### config.mk
export PLATFORM = sky130hd
export DESIGN_NAME = resp_ring_writer
export DESIGN_NICKNAME = d
export VERILOG_FILES = /design/src/rtl/rrw_pkg.sv /design/src/rtl/rrw_entry_fmt.sv /design/src/rtl/rrw_ptr_cnt.sv /design/src/rtl/rrw_status.sv /design/src/rtl/rrw_imm.sv /design/src/rtl/resp_ring_writer.sv
export SDC_FILE = /design/constraint.sdc
export NUM_CORES = 1
export LEC_CHECK = 0
export BUFFER_PORTS_ARGS = -buffer_cell sky130_fd_sc_hd__buf_2
export CORE_UTILIZATION = 51
export CTS_CLUSTER_SIZE = 8
export DETAILED_ROUTE_END_ITERATION = 12
export PLACE_DENSITY = 0.95
export SLEW_MARGIN = 0
export SYNTH_ARGS = -nofsm -noshare
export SYNTH_HDL_FRONTEND = slang
export SYNTH_SLANG_ARGS = --single-unit
### constraint.sdc
create_clock -name clk -period 7.75 [get_ports clk]
set_clock_uncertainty 0.15 [all_clocks]
set_input_delay 0.775 -clock clk [delete_from_list [all_inputs] [get_ports clk]]
set_output_delay 0.775 -clock clk [all_outputs]
set_load 0.02 [all_outputs]
### src/rtl/rrw_pkg.sv
package rrw_pkg;
  localparam int WORD_W    = 32;
  localparam int CAD_W     = 4;
  localparam int UNSOL_BIT = 4;
  localparam int ENTRY_LG2 = 3;

  typedef struct packed {
    logic [WORD_W-1:0] extra;
    logic [WORD_W-1:0] resp;
  } ring_entry_t;
endpackage

### src/rtl/rrw_entry_fmt.sv
module rrw_entry_fmt
  import rrw_pkg::*;
(
  input  logic [WORD_W-1:0] resp,
  input  logic              unsol,
  input  logic [CAD_W-1:0]  cad,
  output ring_entry_t       entry
);
  always_comb begin
    entry.resp             = resp;
    entry.extra            = '0;
    entry.extra[CAD_W-1:0] = cad;
    entry.extra[UNSOL_BIT] = unsol;
  end
endmodule

### src/rtl/rrw_ptr_cnt.sv
module rrw_ptr_cnt #(
  parameter int PTR_W = 8,
  parameter int CNT_W = 8
) (
  input  logic             clk,
  input  logic             rst_n,
  input  logic             push,
  input  logic             ptr_rst,
  input  logic             cnt_rst,
  output logic [PTR_W-1:0] wr_ptr,
  output logic [PTR_W-1:0] slot_ptr,
  output logic [CNT_W-1:0] count,
  output logic [CNT_W-1:0] count_after
);
  logic [PTR_W-1:0] ptr_q, ptr_base;
  logic [CNT_W-1:0] cnt_q, cnt_base;

  always_comb begin
    ptr_base    = ptr_rst ? '0 : ptr_q;
    slot_ptr    = ptr_base + 1'b1;
    cnt_base    = cnt_rst ? '0 : cnt_q;
    count_after = cnt_base + 1'b1;
  end

  always_ff @(posedge clk) begin
    if (!rst_n) begin
      ptr_q <= '0;
      cnt_q <= '0;
    end else begin
      ptr_q <= push ? slot_ptr : ptr_base;
      cnt_q <= push ? count_after : cnt_base;
    end
  end

  assign wr_ptr = ptr_q;
  assign count  = cnt_q;

  assert_ptr_quiet_R2: assert property (@(posedge clk) disable iff (!rst_n)
    (!push && !ptr_rst) |=> $stable(wr_ptr));
  assert_cnt_cleared_R9: assert property (@(posedge clk) disable iff (!rst_n)
    cnt_rst |=> (count <= CNT_W'(1)));
endmodule

### src/rtl/rrw_status.sv
module rrw_status (
  input  logic clk,
  input  logic rst_n,
  input  logic push,
  input  logic thresh_hit,
  input  logic ring_empty,
  input  logic irq_en,
  input  logic w1c_wr,
  input  logic w1c_bit,
  output logic irq_sts,
  output logic clr_hit,
  output logic fetch_resume
);
  logic set_ev, clr_req;

  always_comb begin
    set_ev  = push && irq_en && (thresh_hit || ring_empty);
    clr_req = w1c_wr && w1c_bit;
    clr_hit = clr_req && irq_sts;
  end

  always_ff @(posedge clk) begin
    if (!rst_n) begin
      irq_sts      <= 1'b0;
      fetch_resume <= 1'b0;
    end else begin
      irq_sts      <= set_ev || (irq_sts && !clr_req);
      fetch_resume <= clr_hit;
    end
  end

  assert_sts_needs_en_R6: assert property (@(posedge clk) disable iff (!rst_n)
    $rose(irq_sts) |-> ($past(irq_en) && $past(push)));
  assert_resume_after_set_R9: assert property (@(posedge clk) disable iff (!rst_n)
    fetch_resume |-> $past(irq_sts));
  assert_zero_write_kept_R9: assert property (@(posedge clk) disable iff (!rst_n)
    (w1c_wr && !w1c_bit && !push) |=> (irq_sts == $past(irq_sts)));
endmodule

### src/rtl/rrw_imm.sv
module rrw_imm
  import rrw_pkg::*;
(
  input  logic              clk,
  input  logic              rst_n,
  input  logic              cap,
  input  logic [WORD_W-1:0] resp,
  input  logic [CAD_W-1:0]  cad,
  input  logic              ctl_wr,
  input  logic [1:0]        ctl_data,
  output logic              busy,
  output logic [WORD_W-1:0] imm_resp,
  output logic [7:0]        imm_status
);
  logic             valid_q;
  logic [CAD_W-1:0] cad_q;

  always_ff @(posedge clk) begin
    if (!rst_n) begin
      busy     <= 1'b0;
      valid_q  <= 1'b0;
      cad_q    <= '0;
      imm_resp <= '0;
    end else if (cap) begin
      busy     <= 1'b0;
      valid_q  <= 1'b1;
      cad_q    <= cad;
      imm_resp <= resp;
    end else if (ctl_wr) begin
      busy <= ctl_data[0];
      if (ctl_data[1]) valid_q <= 1'b0;
    end
  end

  assign imm_status = {cad_q, 2'b00, valid_q, busy};

  assert_capture_done_R10: assert property (@(posedge clk) disable iff (!rst_n)
    cap |=> (!busy && imm_status[1]));
  assert_valid_from_busy_R10: assert property (@(posedge clk) disable iff (!rst_n)
    $rose(imm_status[1]) |-> $past(busy));
endmodule

### src/rtl/resp_ring_writer.sv
module resp_ring_writer
  import rrw_pkg::*;
#(
  parameter int AW    = 32,
  parameter int PTR_W = 8,
  parameter int CNT_W = 8
) (
  input  logic              clk,
  input  logic              rst_n,
  input  logic              rsp_valid,
  output logic              rsp_ready,
  input  logic [WORD_W-1:0] rsp_data,
  input  logic              rsp_unsol,
  input  logic [CAD_W-1:0]  rsp_cad,
  output logic              mem_req_valid,
  input  logic              mem_req_ready,
  output logic [AW-1:0]     mem_req_addr,
  output logic [2*WORD_W-1:0] mem_req_data,
  input  logic [AW-1:0]     ring_base,
  input  logic              dma_en,
  input  logic              irq_en,
  input  logic [CNT_W-1:0]  count_thresh,
  input  logic              ptr_wr,
  input  logic [15:0]       ptr_wr_data,
  input  logic              sts_wr,
  input  logic [7:0]        sts_wr_data,
  input  logic              imm_wr,
  input  logic [1:0]        imm_wr_data,
  input  logic [PTR_W-1:0]  cmd_rd_ptr,
  input  logic [PTR_W-1:0]  cmd_wr_ptr,
  output logic [PTR_W-1:0]  wr_ptr,
  output logic [CNT_W-1:0]  rsp_count,
  output logic              irq_sts,
  output logic              fetch_resume,
  output logic [WORD_W-1:0] imm_resp,
  output logic [7:0]        imm_status
);
  localparam int PAD_W = AW - PTR_W - ENTRY_LG2;

  logic        imm_busy, accept, cap, push, pending;
  logic        ptr_rst, clr_hit, thresh_hit, ring_empty;
  logic [PTR_W-1:0] slot_ptr;
  logic [CNT_W-1:0] count_after;
  ring_entry_t entry;
  logic        unused_bits;

  assign unused_bits = ^{ptr_wr_data[14:0], sts_wr_data[7:1]};

  always_comb begin
    pending    = mem_req_valid && !mem_req_ready;
    rsp_ready  = imm_busy || !dma_en || !pending;
    accept     = rsp_valid && rsp_ready;
    cap        = accept && imm_busy;
    push       = accept && !imm_busy && dma_en;
    ptr_rst    = ptr_wr && ptr_wr_data[15];
    ring_empty = (cmd_rd_ptr == cmd_wr_ptr);
    thresh_hit = (count_after == count_thresh);
  end

  rrw_entry_fmt u_fmt (
    .resp  (rsp_data),
    .unsol (rsp_unsol),
    .cad   (rsp_cad),
    .entry (entry)
  );

  rrw_ptr_cnt #(.PTR_W(PTR_W), .CNT_W(CNT_W)) u_ptr (
    .clk         (clk),
    .rst_n       (rst_n),
    .push        (push),
    .ptr_rst     (ptr_rst),
    .cnt_rst     (clr_hit),
    .wr_ptr      (wr_ptr),
    .slot_ptr    (slot_ptr),
    .count       (rsp_count),
    .count_after (count_after)
  );

  rrw_status u_sts (
    .clk          (clk),
    .rst_n        (rst_n),
    .push         (push),
    .thresh_hit   (thresh_hit),
    .ring_empty   (ring_empty),
    .irq_en       (irq_en),
    .w1c_wr       (sts_wr),
    .w1c_bit      (sts_wr_data[0]),
    .irq_sts      (irq_sts),
    .clr_hit      (clr_hit),
    .fetch_resume (fetch_resume)
  );

  rrw_imm u_imm (
    .clk        (clk),
    .rst_n      (rst_n),
    .cap        (cap),
    .resp       (rsp_data),
    .cad        (rsp_cad),
    .ctl_wr     (imm_wr),
    .ctl_data   (imm_wr_data),
    .busy       (imm_busy),
    .imm_resp   (imm_resp),
    .imm_status (imm_status)
  );

  always_ff @(posedge clk) begin
    if (!rst_n) begin
      mem_req_valid <= 1'b0;
      mem_req_addr  <= '0;
      mem_req_data  <= '0;
    end else if (push) begin
      mem_req_valid <= 1'b1;
      mem_req_addr  <= ring_base + {{PAD_W{1'b0}}, slot_ptr, {ENTRY_LG2{1'b0}}};
      mem_req_data  <= entry;
    end else if (mem_req_ready) begin
      mem_req_valid <= 1'b0;
    end
  end

  assert_req_held_R11: assert property (@(posedge clk) disable iff (!rst_n)
    (mem_req_valid && !mem_req_ready) |=>
      (mem_req_valid && $stable(mem_req_addr) && $stable(mem_req_data)));
  assert_ptr_frozen_R11: assert property (@(posedge clk) disable iff (!rst_n)
    (mem_req_valid && !mem_req_ready && !ptr_wr) |=> $stable(wr_ptr));
  assert_drop_no_req_R7: assert property (@(posedge clk) disable iff (!rst_n)
    (!dma_en && !mem_req_valid) |=> !mem_req_valid);
endmodule

==> flow_summary.json, run 1 <==
{
  "rsz0062_at_grt": "false",
  "min_period_ns": 3.80,
  "ys_seq_area_frac": 0.420,
  "antenna_found_initial": 1,
  "yosys.area_share.simple": 0.221,
  "globalRouteTotalUtil": 0.278,
  "cts_buffers": 17,
  "synth_top_area_frac": 0.420,
  "max_freq_mhz": 263,
  "synthAdderAreaFrac": 0.0242,
  "tritoncts": "done",
  "finalNetCount": 1118,
  "io_pins": 284,
  "reg2reg_depth": 9,
  "ys.flop_type": "dfxtp_1",
  "dr.pass1.iters": 6,
  "fin_cells": 1136,
  "rr_endpoint": "mem_req_addr[23]",
  "synth.mux.area_fraction": 0.00167,
  "drive_above_1_share": 0.279,
  "drtAntennaViolNets": 0,
  "die_w_um": 111,
  "dpl.cell_count": 1103,
  "clk_pin_slew_ns": 0.06,
  "grt_max_degree": 99,
  "endpoint": "mem_req_addr[23]",
  "fin_hold_ws_ns": 0.299,
  "clock_latency_ns": 0.41,
  "initial_utilization": 0.524,
  "coreArea_mm2": 0.0115,
  "cts.repair.resized": 0,
  "worstSetupEndpointType": "register",
  "worst-r2r-setup-slack_ns": 3.96,
  "critPathMaxFanout": 11,
  "dp_hpwl_mm": 11.5,
  "arrival_ns": 3.90,
  "post_cts_buffers": 0,
  "ys_ff_latch": 126,
  "relSlewSlack": 0.200,
  "overflow": 0,
  "ir_worst_vdd_mv": 0.208,
  "fin_crit_sh": 0.490,
  "rows": 39,
  "synth_xor_area_frac": 0.0656,
  "place_congestion": 0.885,
  "hp-class": "register to register",
  "drc": 0,
  "drt_wl_total_mm": 17.0,
  "synth_most_common_cell": "nand2_1",
  "routedWlPerCell_um": 15.0,
  "portBuffers": 232,
  "root_buffer": "clkbuf_16",
  "drtIter0Drc": 625,
  "die_area_mm2": 0.0122,
  "die_y_um": 111,
  "yosys-top-cells-area": "dfxtp_1, nand2_1, a21oi_1, xnor2_1, buf_4",
  "htree_levels": 4,
  "critPathLaunchType": "primary input",
  "pwr_density_cell_mw_per_mm2": 234,
  "setup_violations": 0,
  "synthArstFlopShare": 0,
  "p_leak_nw": 3.44,
  "synth_edf_count": 0,
  "clock_sinks": 126,
  "cts_hold_buf": 0,
  "crit_path_start": "ptr_wr",
  "finalHoldViolCount": 0,
  "grt_pass1_vias": 5654,
  "netlist_area_mm2": 0.00601,
  "cts_buffer_depth": 2,
  "setup_tns_ns": 0,
  "vias": 6146,
  "worst_pin_slew_ns": 1.20,
  "critPathRequiredTime_ns": 7.85,
  "drv_cap": 0,
  "r2r-start": "u_ptr.wr_ptr[0]",
  "status": "complete, no violations",
  "synth.avg_cell_area_um2": 7.76,
  "synth.largest_area_cell": "dfxtp_1",
  "syn_to_final_growth_pct": 29.3,
  "netlist_top_cells_count": "nand2_1, dfxtp_1, a21oi_1",
  "syn_inst": 774,
  "worstSetupPathType": "primary input to register",
  "avgViaCountPerCell": 5.41,
  "slew_violations": 0,
  "nFillCells": 915,
  "synth_cell_types": 53,
  "grt_pass1_wl_mm": 27.5,
  "synth_top_family_by_area": "simple AND/OR/NAND/NOR gates",
  "synth_compound_area_frac": 0.188,
  "yosys_warnings": 0
}
worst min-delay path by stage:
stage / depth (start not counted) / endpoint / start / slack, ns
5_1_grt: 2 / u_imm.imm_resp[3] / u_imm.imm_resp[3] / 0.31
3_5_place_dp: 2 / u_imm.imm_resp[3] / u_imm.imm_resp[3] / 0.29
2_1_floorplan: 2 / u_imm.valid_q / u_imm.valid_q / 0.31
4_1_cts: 2 / u_imm.imm_resp[3] / u_imm.imm_resp[3] / 0.30
6_report: 2 / mem_req_addr[8] / mem_req_addr[8] / 0.30
3_3_place_gp: 2 / u_imm.imm_resp[24] / u_imm.imm_resp[24] / 0.29
layer usage:
layer  vias up  GRT usage  part of all wire
li1       2997          -                 -
met1      2804      0.337              0.41
met3        58     0.0642             0.068
met4         0      0.152             0.038
met2       287      0.455              0.49
met5         -          0                 0
state kept, by name (all words and copies together), names as in the netlist:
signal,cells
mem_req_addr,32
mem_req_data,37
mem_req_valid,1
u_imm.busy,1
u_imm.cad_q,4
u_imm.imm_resp,32
u_imm.valid_q,1
u_ptr.count,8
u_ptr.wr_ptr,8
u_sts.fetch_resume,1
u_sts.irq_sts,1
worst max-delay path: stages:
cell	delay (ns)
buf_2	0.11
a21boi_0	0.16
nand4_1	0.21
or3_1	0.35
a21oi_1	0.18
ha_1	0.34
a2111oi_2	1.10
a2111oi_0	0.34
xnor2_1	0.24
a21oi_1	0.09
stage by stage:
| step | area, um^2 | worst slack (ns) | power, mW | utilization |
|---|---|---|---|---|
| 2_1_floorplan | 6110 | 4.41 | 0.843 | - |
| 3_3_place_gp | 7090 | 3.74 | 0.909 | 0.618 |
| 3_5_place_dp | 7090 | 3.64 | 0.915 | 0.618 |
| 4_1_cts | 7770 | 4.06 | 1.83 | 0.677 |
| 5_1_grt | 7770 | 3.78 | 1.88 | 0.678 |
| 6_report | 7770 | 3.95 | 1.82 | 0.678 |
layout make-up:
class                      count  area [um^2]  share of cell area
antenna                        1         2.50            0.000322
clock buffer                  19          443              0.0570
timing repair buffer         237         1200               0.154
multi-input combinational    580         3130               0.402
tap                          143          179              0.0230
inverter                      17         63.8             0.00821
clock inverter                13          235              0.0303
sequential                   126         2520               0.325
report_power, final:
| group | switching (mW) | internal, mW |
|---|---|---|
| Clock | 0.299 | 0.614 |
| Sequential | 0.0141 | 0.675 |
| Combinational | 0.143 | 0.0724 |
| Total | 0.455 | 1.36 |
kinds of logic (layout without fill, tap and decap cells):
family | Yosys count | after routing
XOR/XNOR | 45 | 45
AND/OR/NAND/NOR | 298 | 298
flip-flops | 126 | 126
other | 1 | 30
adder cells (fa/ha/maj) | 11 | 11
AO/OA/AOI/OAI | 196 | 196
multiplexers | 1 | 1
buffers and inverters | 96 | 286
layout by cell type, fill, tap and decap left out, types with 5 or more instances in the layout:
cell type  count
buf_2        232
nand2_1      192
dfxtp_1      126
a21oi_1      109
xnor2_1       34
o21ai_0       32
nor2_1        30
conb_1        29
clkbuf_16     17
inv_1         16
nand3_1       14
a31oi_1       12
xor2_1        11
ha_1          10
nand4_1        9
nor3_1         9
and3_1         8
a211oi_1       8
and2_1         7
o31ai_1        7
or4_1          6
bufinv_16      6
or3_1          5
buf_4          5
Note: power is estimated with default switching activity, not from simulation.
==> run 2, diff against run 1 <==
--- a/config.mk
+++ b/config.mk
@@ -6,10 +6,10 @@
 export NUM_CORES = 1
 export LEC_CHECK = 0
 export BUFFER_PORTS_ARGS = -buffer_cell sky130_fd_sc_hd__buf_2
-export CORE_UTILIZATION = 51
+export CORE_UTILIZATION = 42
 export CTS_CLUSTER_SIZE = 8
 export DETAILED_ROUTE_END_ITERATION = 12
-export PLACE_DENSITY = 0.95
+export PLACE_DENSITY = 0.86
 export SLEW_MARGIN = 0
 export SYNTH_ARGS = -nofsm -noshare
 export SYNTH_HDL_FRONTEND = slang
==> constraint.sdc (replaced) <==
create_clock -name clk -period 3.1 [get_ports clk]
set_clock_uncertainty 0.15 [all_clocks]
set_input_delay 0.31 -clock clk [delete_from_list [all_inputs] [get_ports clk]]
set_output_delay 0.31 -clock clk [all_outputs]
set_load 0.02 [all_outputs]
==> run 2 against run 1 <==
Net effect:
- clock-buffer cell count did not move
- hold slack got worse by 0.28 ns
- cell area rose by 6.8%
- final cell count grew 8.2%
- critical path type is now register to register
- die area up 21%
==> flow_summary.json, run 2 (synthesis gave the netlist of run 1 again) <==
{
  "dp_hpwl_mm": 12.0,
  "clock_latency_ns": 0.41,
  "overflow": 0,
  "htree_levels": 4,
  "drt_wl_total_mm": 18.0,
  "clk_pin_slew_ns": 0.06,
  "die_w_um": 122,
  "root_buffer": "clkbuf_16",
  "setup_tns_ns": 0,
  "drtIter0Drc": 420,
  "min_period_ns": 2.94,
  "grt_pass1_wl_mm": 28.1,
  "final_cell_mix": "buf_2, nand2_1, dfxtp_1, a21oi_1, dlygate4sd3_1",
  "avgViaCountPerCell": 5.18,
  "drive_above_1_share": 0.285,
  "io_pins": 284,
  "grt_pass1_vias": 5912,
  "grt_max_degree": 99,
  "largest_reg_flops": 37,
  "finalNetCount": 1174,
  "worstSetupEndpointType": "register",
  "antenna_found_initial": 1,
  "relSlewSlack": 0.636,
  "tritoncts": "done",
  "initial_utilization": 0.431,
  "cts_buffers": 17,
  "coreArea_mm2": 0.0139,
  "worstSetupPathType": "register to register",
  "clock_sinks": 126,
  "pwr_density_cell_mw_per_mm2": 528,
  "nFillCells": 1226,
  "layout_commonest_cell": "buf_2",
  "drv_cap": 0,
  "vias": 6361,
  "drc": 0,
  "fin_crit_sh": 0.949,
  "setup_violations": 0,
  "top_regs": "mem_req_data (37), mem_req_addr (32), u_imm.imm_resp (32)",
  "ir_worst_vdd_mv": 0.556,
  "dr.pass1.iters": 5,
  "die_area_mm2": 0.0148,
  "critPathMaxFanout": 5,
  "routedWlPerCell_um": 14.7,
  "fin_cells": 1229,
  "worst_pin_slew_ns": 0.546,
  "p_leak_nw": 3.66,
  "critPathLaunchType": "register",
  "max_freq_mhz": 340,
  "place_congestion": 0.867,
  "portBuffers": 232,
  "dpl.cell_count": 1154,
  "hp-class": "primary input to register",
  "drtAntennaViolNets": 0,
  "slew_violations": 0,
  "finalHoldViolCount": 0,
  "arrival_ns": 3.09,
  "regMostFlops": "mem_req_data",
  "cts_buffer_depth": 2,
  "die_y_um": 122,
  "syn_to_final_growth_pct": 38.2,
  "status": "complete, no violations",
  "globalRouteTotalUtil": 0.242,
  "critPathRequiredTime_ns": 3.24,
  "rows": 43
}
[run 2: power breakdown]
part	switching, mW	total [mW]	internal (mW)
sequential	0.0366	1.73	1.69
combinational	0.367	0.588	0.221
clock	0.765	2.07	1.31
total	1.17	4.39	3.22
[run 2: worst paths after layout]
check                                      from                to  slack, ns  cells after the start
worst max-delay path            u_ptr.wr_ptr[5]  mem_req_addr[25]       0.16                     11
worst min register to register  mem_req_data[9]   mem_req_data[9]       0.30                      2
worst min-delay path               rsp_data[27]  mem_req_data[27]       0.02                      3
worst max register to register  u_ptr.wr_ptr[5]  mem_req_addr[25]       0.16                     11
[run 2: what timing repair did]
item | CTS | global route
setup buffers | 0 | 3
endpoints found under the hold margin | 69 | 0
hold buffers | 39 | 0
resized for setup | 0 | 5
endpoints found under the setup margin | 0 | 15
[run 2: critical path: stages, from the launching register on]
cell and delay (ns):
dfxtp_1 0.34, a21boi_0 0.19, nand4_1 0.19, or3_1 0.40, a21oi_2 0.13, ha_1 0.27
o21a_1 0.13, o211ai_1 0.43, buf_4 0.20, a211oi_1 0.05, xnor2_1 0.23, a21oi_1 0.10
[run 2: final cells by class]
class,count,area (um^2),area share
Antenna cell,1,2.50,0.000301
Timing Repair Buffer,293,1730,0.208
Sequential cell,126,2520,0.304
Clock buffer,19,453,0.0546
Tap cell,180,225,0.0271
Multi-Input combinational cell,580,3140,0.379
Inverter,17,63.8,0.00769
Clock inverter,13,161,0.0194
[run 2: layer usage]
| metal | global-route usage | up-vias | share of wire |
|---|---|---|---|
| met5 | 0 | - | 0 |
| met3 | 0.0595 | 52 | 0.054 |
| li1 | - | 3121 | - |
| met2 | 0.397 | 250 | 0.49 |
| met1 | 0.289 | 2938 | 0.41 |
| met4 | 0.140 | 0 | 0.042 |
[run 2: stage by stage]
step	util	setup WS [ns]	power, mW	hold WS [ns]	instance area (um^2)
detailed placement	0.521	0.0555	2.30	0.293	7260
finish	0.596	0.158	4.39	0.0191	8300
global route	0.596	-0.0404	4.55	0.0178	8300
global placement	0.521	0.0956	2.29	0.287	7260
CTS	0.593	0.0752	4.40	0.00337	8260
floorplan	-	0.0358	2.11	0.296	6120
